[config.mk]
export PLATFORM = sky130hd
export DESIGN_NAME = cal_chain
export DESIGN_NICKNAME = d
export VERILOG_FILES = /design/src/rtl/cal_pkg.sv /design/src/rtl/cal_stage.sv /design/src/rtl/cal_mlen.sv /design/src/rtl/cal_chain.sv
export SDC_FILE = /design/constraint.sdc
export NUM_CORES = 1
export LEC_CHECK = 0
export BUFFER_PORTS_ARGS = -buffer_cell sky130_fd_sc_hd__buf_2
export CAP_MARGIN = 20
export CORE_MARGIN = 8
export CORE_UTILIZATION = 56
export DETAILED_ROUTE_END_ITERATION = 10
export PLACE_DENSITY = 0.81
export SYNTH_ARGS = -nofsm -noshare
export SYNTH_HDL_FRONTEND = slang
export SYNTH_SLANG_ARGS = --single-unit
[constraint.sdc]
create_clock -name clk -period 3.9 [get_ports clk]
set_input_delay 1.17 -clock clk [delete_from_list [all_inputs] [get_ports clk]]
set_output_delay 1.17 -clock clk [all_outputs]
set_load 0.02 [all_outputs]
[src/rtl/cal_pkg.sv]
package cal_pkg;

    localparam int DIGW    = 8;
    localparam int WDAYW   = 3;
    localparam int NSTAGE  = 7;
    localparam int NBCD    = 6;

    typedef enum logic [1:0] {
        MLEN_28 = 2'b00,
        MLEN_29 = 2'b01,
        MLEN_30 = 2'b10,
        MLEN_31 = 2'b11
    } mlen_e;

    function automatic logic [DIGW-1:0] bcd_inc(input logic [DIGW-1:0] v);
        logic [DIGW-1:0] r;
        if (v[3:0] >= 4'd9) r = {v[7:4] + 4'd1, 4'h0};
        else                r = {v[7:4], v[3:0] + 4'd1};
        return r;
    endfunction

    function automatic logic [DIGW-1:0] mlen_limit(input mlen_e c);
        logic [DIGW-1:0] r;
        unique case (c)
            MLEN_28: r = 8'h28;
            MLEN_29: r = 8'h29;
            MLEN_30: r = 8'h30;
            MLEN_31: r = 8'h31;
        endcase
        return r;
    endfunction

endpackage

[src/rtl/cal_stage.sv]
module cal_stage #(
    parameter int             W    = 8,
    parameter bit             BCD  = 1'b1,
    parameter logic [W-1:0]   MINV = '0,
    parameter logic [W-1:0]   RSTV = '0
) (
    input  logic         clk,
    input  logic         rst_n,
    input  logic         cnt_en,
    input  logic         ld,
    input  logic [W-1:0] ld_val,
    input  logic [W-1:0] max_val,
    output logic [W-1:0] q,
    output logic         co
);
    import cal_pkg::*;

    logic         at_max;
    logic [W-1:0] inc;

    generate
        if (BCD) begin : g_bcd
            assign inc = W'(bcd_inc(DIGW'(q)));
        end else begin : g_bin
            assign inc = q + W'(1);
        end
    endgenerate

    always_comb begin
        at_max = (q >= max_val);
        co     = cnt_en & ~ld & at_max;
    end

    always_ff @(posedge clk) begin
        if (!rst_n)      q <= RSTV;
        else if (ld)     q <= ld_val;
        else if (cnt_en) q <= at_max ? MINV : inc;
    end

endmodule

[src/rtl/cal_mlen.sv]
module cal_mlen (
    input  logic [7:0]     mon,
    input  logic [7:0]     yr,
    output cal_pkg::mlen_e code
);
    import cal_pkg::*;

    logic [1:0] yr_mod4;
    logic       leap;

    always_comb begin
        // 10*t + u mod 4 equals 2*t[0] + u[1:0] mod 4
        yr_mod4 = {yr[4], 1'b0} + yr[1:0];
        leap    = (yr_mod4 == 2'd0);
        unique case (mon)
            8'h02:                      code = leap ? MLEN_29 : MLEN_28;
            8'h04, 8'h06, 8'h09, 8'h11: code = MLEN_30;
            default:                    code = MLEN_31;
        endcase
    end

endmodule

[src/rtl/cal_chain.sv]
module cal_chain (
    input  logic       clk,
    input  logic       rst_n,
    input  logic       tick,
    input  logic [6:0] load_sel,
    input  logic [7:0] load_val,
    output logic [7:0] secs,
    output logic [7:0] mins,
    output logic [7:0] hours,
    output logic [2:0] wday,
    output logic [7:0] mday,
    output logic [7:0] month,
    output logic [7:0] year,
    output logic       year_carry
);
    import cal_pkg::*;

    // BCD stage order: 0 secs, 1 mins, 2 hours, 3 mday, 4 month, 5 year
    localparam logic [NBCD-1:0][DIGW-1:0] MAXC = {8'h99, 8'h12, 8'h00, 8'h23, 8'h59, 8'h59};
    localparam logic [NBCD-1:0][DIGW-1:0] MINC = {8'h00, 8'h01, 8'h01, 8'h00, 8'h00, 8'h00};
    localparam int WDAY_LD = 3;

    logic [NBCD-1:0][DIGW-1:0] q;
    logic [NBCD-1:0]           co;
    logic [NBCD-1:0]           en;
    logic [DIGW-1:0]           day_lim;
    mlen_e                     mcode;
    logic                      wday_co;

    cal_mlen u_mlen (
        .mon  (q[4]),
        .yr   (q[5]),
        .code (mcode)
    );

    assign day_lim = mlen_limit(mcode);

    assign en[0] = tick;
    assign en[NBCD-1:1] = co[NBCD-2:0];

    genvar k;
    generate
        for (k = 0; k < NBCD; k++) begin : g_stage
            localparam int LDX = (k < 3) ? k : k + 1;
            logic [DIGW-1:0] lim;
            if (k == 3) begin : g_dyn
                assign lim = day_lim;
            end else begin : g_fix
                assign lim = MAXC[k];
            end
            cal_stage #(
                .W    (DIGW),
                .BCD  (1'b1),
                .MINV (MINC[k]),
                .RSTV (MINC[k])
            ) u_stage (
                .clk     (clk),
                .rst_n   (rst_n),
                .cnt_en  (en[k]),
                .ld      (load_sel[LDX]),
                .ld_val  (load_val),
                .max_val (lim),
                .q       (q[k]),
                .co      (co[k])
            );
        end
    endgenerate

    cal_stage #(
        .W    (WDAYW),
        .BCD  (1'b0),
        .MINV (3'd0),
        .RSTV (3'd0)
    ) u_wday (
        .clk     (clk),
        .rst_n   (rst_n),
        .cnt_en  (co[2]),
        .ld      (load_sel[WDAY_LD]),
        .ld_val  (load_val[WDAYW-1:0]),
        .max_val (3'd6),
        .q       (wday),
        .co      (wday_co)
    );

    assign secs       = q[0];
    assign mins       = q[1];
    assign hours      = q[2];
    assign mday       = q[3];
    assign month      = q[4];
    assign year       = q[5];
    assign year_carry = co[5];

    // weekday wrap has no consumer
    logic unused_ok;
    assign unused_ok = wday_co;

endmodule

==> results of run 1 <==
## cell usage in the layout, fill, tap and decap left out, types with 3 or more instances in the layout
cell type,netlist,routed
a211oi_1,7,7
a21o_1,4,4
a21oi_1,26,26
a22oi_1,5,5
a311oi_1,3,3
a31oi_1,17,17
a32o_1,3,3
a32oi_1,5,5
buf_2,3,68
buf_4,0,11
clkbuf_8,0,5
dfxtp_1,51,46
dfxtp_4,0,3
ha_1,37,35
inv_1,35,33
mux2i_1,5,5
nand2_1,29,29
nand3_1,14,13
nand4_1,6,6
nand4b_1,4,4
nor2_1,30,30
nor2b_1,10,10
nor3_1,15,14
nor3b_1,6,6
o211ai_1,15,15
o21ai_0,36,34
o31ai_1,3,3
or3_1,4,4
or3b_2,3,3
or4_1,6,6
xnor2_1,3,3
## final timing paths
path                                              start                      end  slack [ns]  cells after the start
worst max-delay path            g_stage[4].u_stage.q[1]               year_carry        0.08                     12
worst min register to register  g_stage[3].u_stage.q[7]  g_stage[3].u_stage.q[7]        0.51                      2
worst max register to register  g_stage[4].u_stage.q[1]  g_stage[5].u_stage.q[6]        0.81                     13
worst min-delay path            g_stage[3].u_stage.q[7]  g_stage[3].u_stage.q[7]        0.51                      2
## through the flow
| step | hold WS, ns | total power, W | cells | util, % | setup TNS [ns] |
|---|---|---|---|---|---|
| final | 0.5065 | 0.001206 | 584 | 66.37 | 0 |
| after global routing | 0.5322 | 0.001264 | 584 | 66.37 | -0.09742 |
| after CTS | 0.5072 | 0.001199 | 583 | 65.38 | 0 |
| after detailed placement | 0.4942 | 0.0009171 | 577 | 63.98 | 0 |
| after global placement | 0.4692 | 0.0009059 | 577 | 63.98 | 0 |
| after floorplan | 0.5590 | 0.0008083 | 443 | - | 0 |
## metal layers
metal	share of wire (%)	global-route usage (%)	wire (um)
met2	47	37.51	5000
met3	8.0	3.666	846
met5	0	0	0
met4	2.5	8.963	261
met1	42	28.63	4488
## repair_timing
item | in CTS | in global routing
resized for setup | 4 | 18
endpoints found under the setup margin | 1 | 1
pin swaps | 0 | 7
buffers inserted | 0 | 1
## report_power, final
group          switching, W  internal, W  total [W]
clock network      0.000168     0.000120   0.000289
logic              0.000197     0.000118   0.000315
registers         0.0000495     0.000552   0.000602
total              0.000415     0.000791    0.00121
## registers in the layout, indices dropped and copies added (netlist names)
signal and flops:
g_stage.u_stage.q 48, u_wday.q 3
## cell type report
| type | instances | area (sq um) | area share (%) |
|---|---|---|---|
| clock buffer | 6 | 72.57 | 1.742 |
| inverter | 35 | 133.9 | 3.213 |
| multi-input combinational | 336 | 2406 | 57.75 |
| sequential | 51 | 1035 | 24.83 |
| tap | 77 | 96.34 | 2.312 |
| timing repair buffer | 79 | 422.9 | 10.15 |
## tightest hold or removal path, stage by stage (launching register included)
cell	delay, ns
dfxtp_1	0.34
nand3_1	0.07
a21oi_1	0.06
## logic make-up (layout without fill, tap and decap cells)
group                      after synthesis  in the layout  synth area share, %
AOI/OAI and AO/OA                      146            146                27.63
and+or+nand+nor                        143            143                22.18
buffers and inverters                   56            120                6.208
DFF                                     51             51                28.46
adders and majority gates               37             37                12.91
xor gates and xnor gates                 5              5                1.221
muxes                                    5              5                1.395
==> summary.md, run 1 <==
| Metric | Value |
|---|---|
| Run status | finished, final reports clean |
| #FFs+latches synth | 51 |
| WL/cell | around 18 um |
| Fin nets | 563 |
| HP Class | flop to flop |
| Required @ worst endpoint | 2.73 ns |
| Initial antenna violation count | 0 |
| Pins Over Slew Limit | 0 |
| Top post-synthesis cells by area | dfxtp_1, ha_1, o21ai_0, inv_1, a21oi_1 |
| Synth unique cells | 64 |
| Filler cells | about 530 |
| Final Cell Area | roughly 4200 sq um |
| Core ar. | ~6300 sq um |
| Post-synth EDFFs | 0 |
| Mean Syn Cell Area | ~8.1 sq um |
| Worst path most repeated cell | o21ai_1 |
| Die Span X | 96.04 um |
| Largest net degree at the start of global routing | 33 |
| GP Congestion | between 0.8 and 0.9 |
| Register area share after synthesis | between 20% and 30% |
| Pre-CTS setup slack | 0.1482 ns |
| Leak | roughly 1.8 nW |
| CP cell instances | inv_4 -> ha_4 -> o211ai_1 -> o21ai_1 -> o21ai_1 -> nand3_1 -> ha_1 -> nand3_2 -> o221ai_2 -> nand2_1 -> nor3_2 -> buf_4 |
| Fmax | 0.2615 GHz |
| Post-Route WL | ~11000 um |
| Hold Violations, Final | 0 |
| Final Skew | between 0.009 and 0.01 ns |
| Clock Tree Buf Depth | 2 |
| Antenna Cells | 0 |
| CP Capture Type | output pin |
| Clock sinks | between 50 and 60 |
| Mapped Area | roughly 3600 sq um |
| Crit path launch type | flop |
| Post-synth ARST share | 0% |
| Clock root cell | clkbuf_8 |
| Rows | 29 |
| GR Overflow Total | 0 |
| Critical path peak fanout | 5 |
| Drt pass-1 iters | 5 |
| Total of max-cap violations | 0 |
| Most instantiated library cell after synthesis | dfxtp_1 |
| Post-DP Area | approximately 4000 sq um |
| First-pass GRT wire length | 16770 um |
| Crit path kind | flop to output pin |
| Relative slew margins | between 40% and 50% |
| Tcrit/Tclk final | a little over nine tenths |
| Post-synth top flop | dfxtp_1 |
| Min cycle time layout | around 3.8 ns |
| DR vias/cell | 6.375 |
| Post-route setup slack | between 0.07 and 0.08 ns |
| Vias in the first global route | 3518 |
| Area Overhead vs Synth | 16.15% |
| Share of layout cells above drive strength 1 | a little over a fifth |
| Num CTS Buffers | 5 |
| CTS tree | done |
| Synthesis Warnings | 0 |
| Post-route DRC | 0 |
| Most instantiated cells after synthesis | dfxtp_1, ha_1, o21ai_0 |
| Crit path buf inv count | 2 |
| Count of final setup violators | 0 |
| Share of the synthesized area in the top cell type | around 28% |
| CP max stage delay | ~0.4 ns |
| Die height | 96.04 um |
| Unrepaired setup endpoints after global routing | yes |
| Crit-path leading delay family | compound AO/OA/AOI/OAI gates |
| Gr usage total | between 20% and 30% |
| Via count | 3723 |
| Port Buffers | a little under 70 |
| Cell at the slowest stage of the critical path | dfxtp_4 |
| Dpl hpwl | 7564 um |
| Worst-Skew Late Latency | ~0.3 ns |
| Mapped Cells | about 440 |
| Die area | just over 9000 sq um |
| Io pins | 70 |
| Worst Tran Pin Value | about 0.83 ns |
| Syn nets | about 500 |
| CTS clock-pin slew for the worst setup and hold paths | approximately 0.080 ns |
| H-tree levels | 2 |
| Initial drt markers | 404 |
| Power per cell area | a little under 300 nW/um^2 |
| DRT antenna net count | 0 |
| Worst IR drop on VDD | 0.1938 mV |
| Hold_buf cts | 0 |
| Initial Utilization | a little under three fifths |
| Critical Path AT | between 2 and 3 ns |
| Area leader, netlist | dfxtp_1 |
(Power assumes the default switching activity.)
==> run 2, diff against run 1 <==
CORE_MARGIN = 2   (was 8)
CORE_UTILIZATION = 50   (was 56)
PLACE_DENSITY = 0.73   (was 0.81)
SLEW_MARGIN = 20   (was unset)
==> summary.md, run 2 (synthesis results as in run 1) <==
| Metric | Value |
|---|---|
| Run status | finished with violations |
| Pins Over Slew Limit | 0 |
| Sw power | 0.0004258 W |
| Hold_buf cts | 0 |
| Largest Register | g_stage.u_stage.q |
| Num CTS Buffers | 5 |
| Cell at the slowest stage of the critical path | dfxtp_4 |
| Relative slew margins | between 40% and 50% |
| CTS clock-pin slew for the worst setup and hold paths | about 0.1 ns |
| Clock root cell | clkbuf_8 |
| Worst IR drop on VDD | between 0.2 and 0.25 mV |
| Worst-Skew Late Latency | 0.30 ns |
| Setup TNS | -0.01212 ns |
| Core ar. | 6869 sq um |
| CTS tree | done |
| GP Congestion | 0.8582 |
| HP Start | g_stage[4].u_stage.q[4] |
| Initial antenna violation count | 0 |
| Largest net degree at the start of global routing | 33 |
| DR vias/cell | 6.158 |
| Drt pass-1 iters | 4 |
| Antenna Cells | 0 |
| Share of layout cells above drive strength 1 | about 22% |
| Die area | approximately 7900 sq um |
| Post-route setup slack | -0.01212 ns |
| Seq pwr share | around 49% |
| Post-Route WL | 10540 um |
| Tcrit/Tclk final | 100.3% |
| Unrepaired setup endpoints after global routing | yes |
| Via count | ~3700 |
| Largest regs | g_stage.u_stage.q x48, u_wday.q x3 |
| Dpl hpwl | 7348 um |
| Clock sinks | 51 |
| Reg2reg start | g_stage[4].u_stage.q[1] |
| Post-DP Area | 4055 sq um |
| Total of max-cap violations | 0 |
| DRT antenna net count | 0 |
| HP Class | flop to flop |
| Count of final setup violators | 1 |
| Fmax | approximately 0.26 GHz |
| First-pass GRT wire length | about 16000 um |
| P_int | about 0.00082 W |
| Switching Fraction | approximately a third |
| Pre-CTS setup slack | around 0.053 ns |
| Failing checks | negative setup slack |
| Worst Reg-to-Reg Cells | 13 |
| Leak | about 1.8 nW |
| Hold Violations, Final | 0 |
| H-tree levels | 2 |
| Crit path launch type | flop |
| Critical path peak fanout | 4 |
| Fin nets | 567 |
| Filler cells | approximately 600 |
| Die height | ~89 um |
| Crit path kind | flop to output pin |
| Most common cell after layout, fill and taps aside | buf_2 |
| Min cycle time layout | 3.912 ns |
| Initial drt markers | between 200 and 250 |
| FF-to-FF End | g_stage[5].u_stage.q[6] |
| GR Overflow Total | 0 |
| Final Skew | between 0.007 and 0.008 ns |
| Initial Utilization | between 50% and 60% |
| Gr usage total | between 20% and 30% |
| Max FFs per register | between 40 and 50 |
| Port Buffers | between 60 and 70 |
| CP Capture Type | output pin |
| Hold Crit Endpoint | g_stage[4].u_stage.q[4] |
| Clock Tree Buf Depth | 2 |
| CP cell instances | inv_4 -> ha_4 -> o211ai_1 -> o21ai_1 -> o21ai_1 -> nand3_1 -> ha_1 -> nand3_2 -> o221ai_2 -> nand2_1 -> nor3_2 -> buf_4 |
| Rows | 30 |
| Worst Tran Pin Value | 0.8396 ns |
| Required @ worst endpoint | between 2 and 3 ns |
| WL/cell | around 17 um |
| Critical Path AT | 2.74 ns |
| Power per cell area | roughly 300 nW/um^2 |
| Gate power share | between 20% and 30% |
| Post-route DRC | 0 |
| Io pins | 70 |
| Worst path most repeated cell | o21ai_1 |
| Reg2reg setup slack | about 0.74 ns |
| Clock share of power | about a quarter |
| Die Span X | between 80 and 90 um |
| Commonest non-fill, non-tap cells in the layout | buf_2, dfxtp_1, inv_1, ha_1, o21ai_0 |
| Final Cell Area | ~4300 sq um |
| CP max stage delay | 0.40 ns |
| Area Overhead vs Synth | 18.66% |
| Hold Path Depth | 2 |
| Vias in the first global route | approximately 3400 |
==> run 2: cell count changes in the layout (fill, tap and decap cells not counted), moves of 2 or more <==
cell | previous run | this run
buf_4 | 11 | 15
ha_1 | 35 | 33
o21ai_0 | 34 | 32
o21ai_1 | 2 | 4
==> run 2: worst max path at each step <==
| stage | from | to | slack [ns] | cells past startpoint |
|---|---|---|---|---|
| after global placement | g_stage[4].u_stage.q[0] | year_carry | 0.24 | 12 |
| after detailed placement | g_stage[4].u_stage.q[1] | year_carry | 0.05 | 11 |
| after floorplan | load_sel[0] | year_carry | 0.04 | 7 |
| after CTS | g_stage[4].u_stage.q[0] | year_carry | 0.02 | 12 |
| after global routing | g_stage[4].u_stage.q[1] | year_carry | -0.13 | 12 |
| final | g_stage[4].u_stage.q[1] | year_carry | -0.01 | 12 |
==> run 2: layout make-up <==
class                   count  area, sq um  area share, %
clock buffers               6        82.58          1.940
multi-input cells         336         2430          57.08
clock inverters             1        5.005         0.1176
flip-flops and latches     51         1032          24.25
well taps                  96        120.1          2.822
inverters                  35        133.9          3.145
repair buffers             83        452.9          10.64
==> run 2: layer usage <==
layer | global-route usage [%] | wire length, um | up-vias | share of wire, %
met2 | 43.35 | 5101 | 161 | 48
met1 | 35.11 | 4406 | 1763 | 42
met5 | 0 | 0 | - | 0
li1 | - | - | 1799 | -
met4 | 9.229 | 240 | 0 | 2.3
met3 | 4.478 | 787 | 21 | 7.5
==> run 2: stage by stage <==
| stage | utilization [%] | hold slack [ns] | instances | total power [W] |
|---|---|---|---|---|
| 2_1_floorplan | - | 0.5590 | 443 | 0.0008083 |
| 3_3_place_gp | 59.03 | 0.4747 | 598 | 0.0009110 |
| 3_5_place_dp | 59.03 | 0.4911 | 598 | 0.0009195 |
| 4_1_cts | 60.67 | 0.5036 | 605 | 0.001233 |
| 5_1_grt | 61.97 | 0.5131 | 608 | 0.001309 |
| 6_report | 61.97 | 0.4914 | 608 | 0.001242 |
==> run 2: repair_timing <==
| item | in CTS | in global routing |
|---|---|---|
| buffers inserted | 0 | 3 |
| endpoints found under the setup margin | 1 | 1 |
| gates resized for setup | 6 | 20 |
| pin swaps | 0 | 9 |
==> run 2: power groups by stage <==
stage	Combinational, W	Clock [W]	Sequential [W]
2_1_floorplan	0.000167	0	0.000641
3_3_place_gp	0.000301	0	0.000610
3_5_place_dp	0.000308	0	0.000612
4_1_cts	0.000311	0.000321	0.000601
5_1_grt	0.000355	0.000345	0.000610
6_report	0.000323	0.000316	0.000603
==> run 2: critical path, delay by kind of cell (launching register included) <==
family          cells  cell delay (ns)
compound gates      4             0.74
simple gates        4             0.59
fa+ha+maj           2             0.48
flops               1             0.40
buf+inv             2             0.24
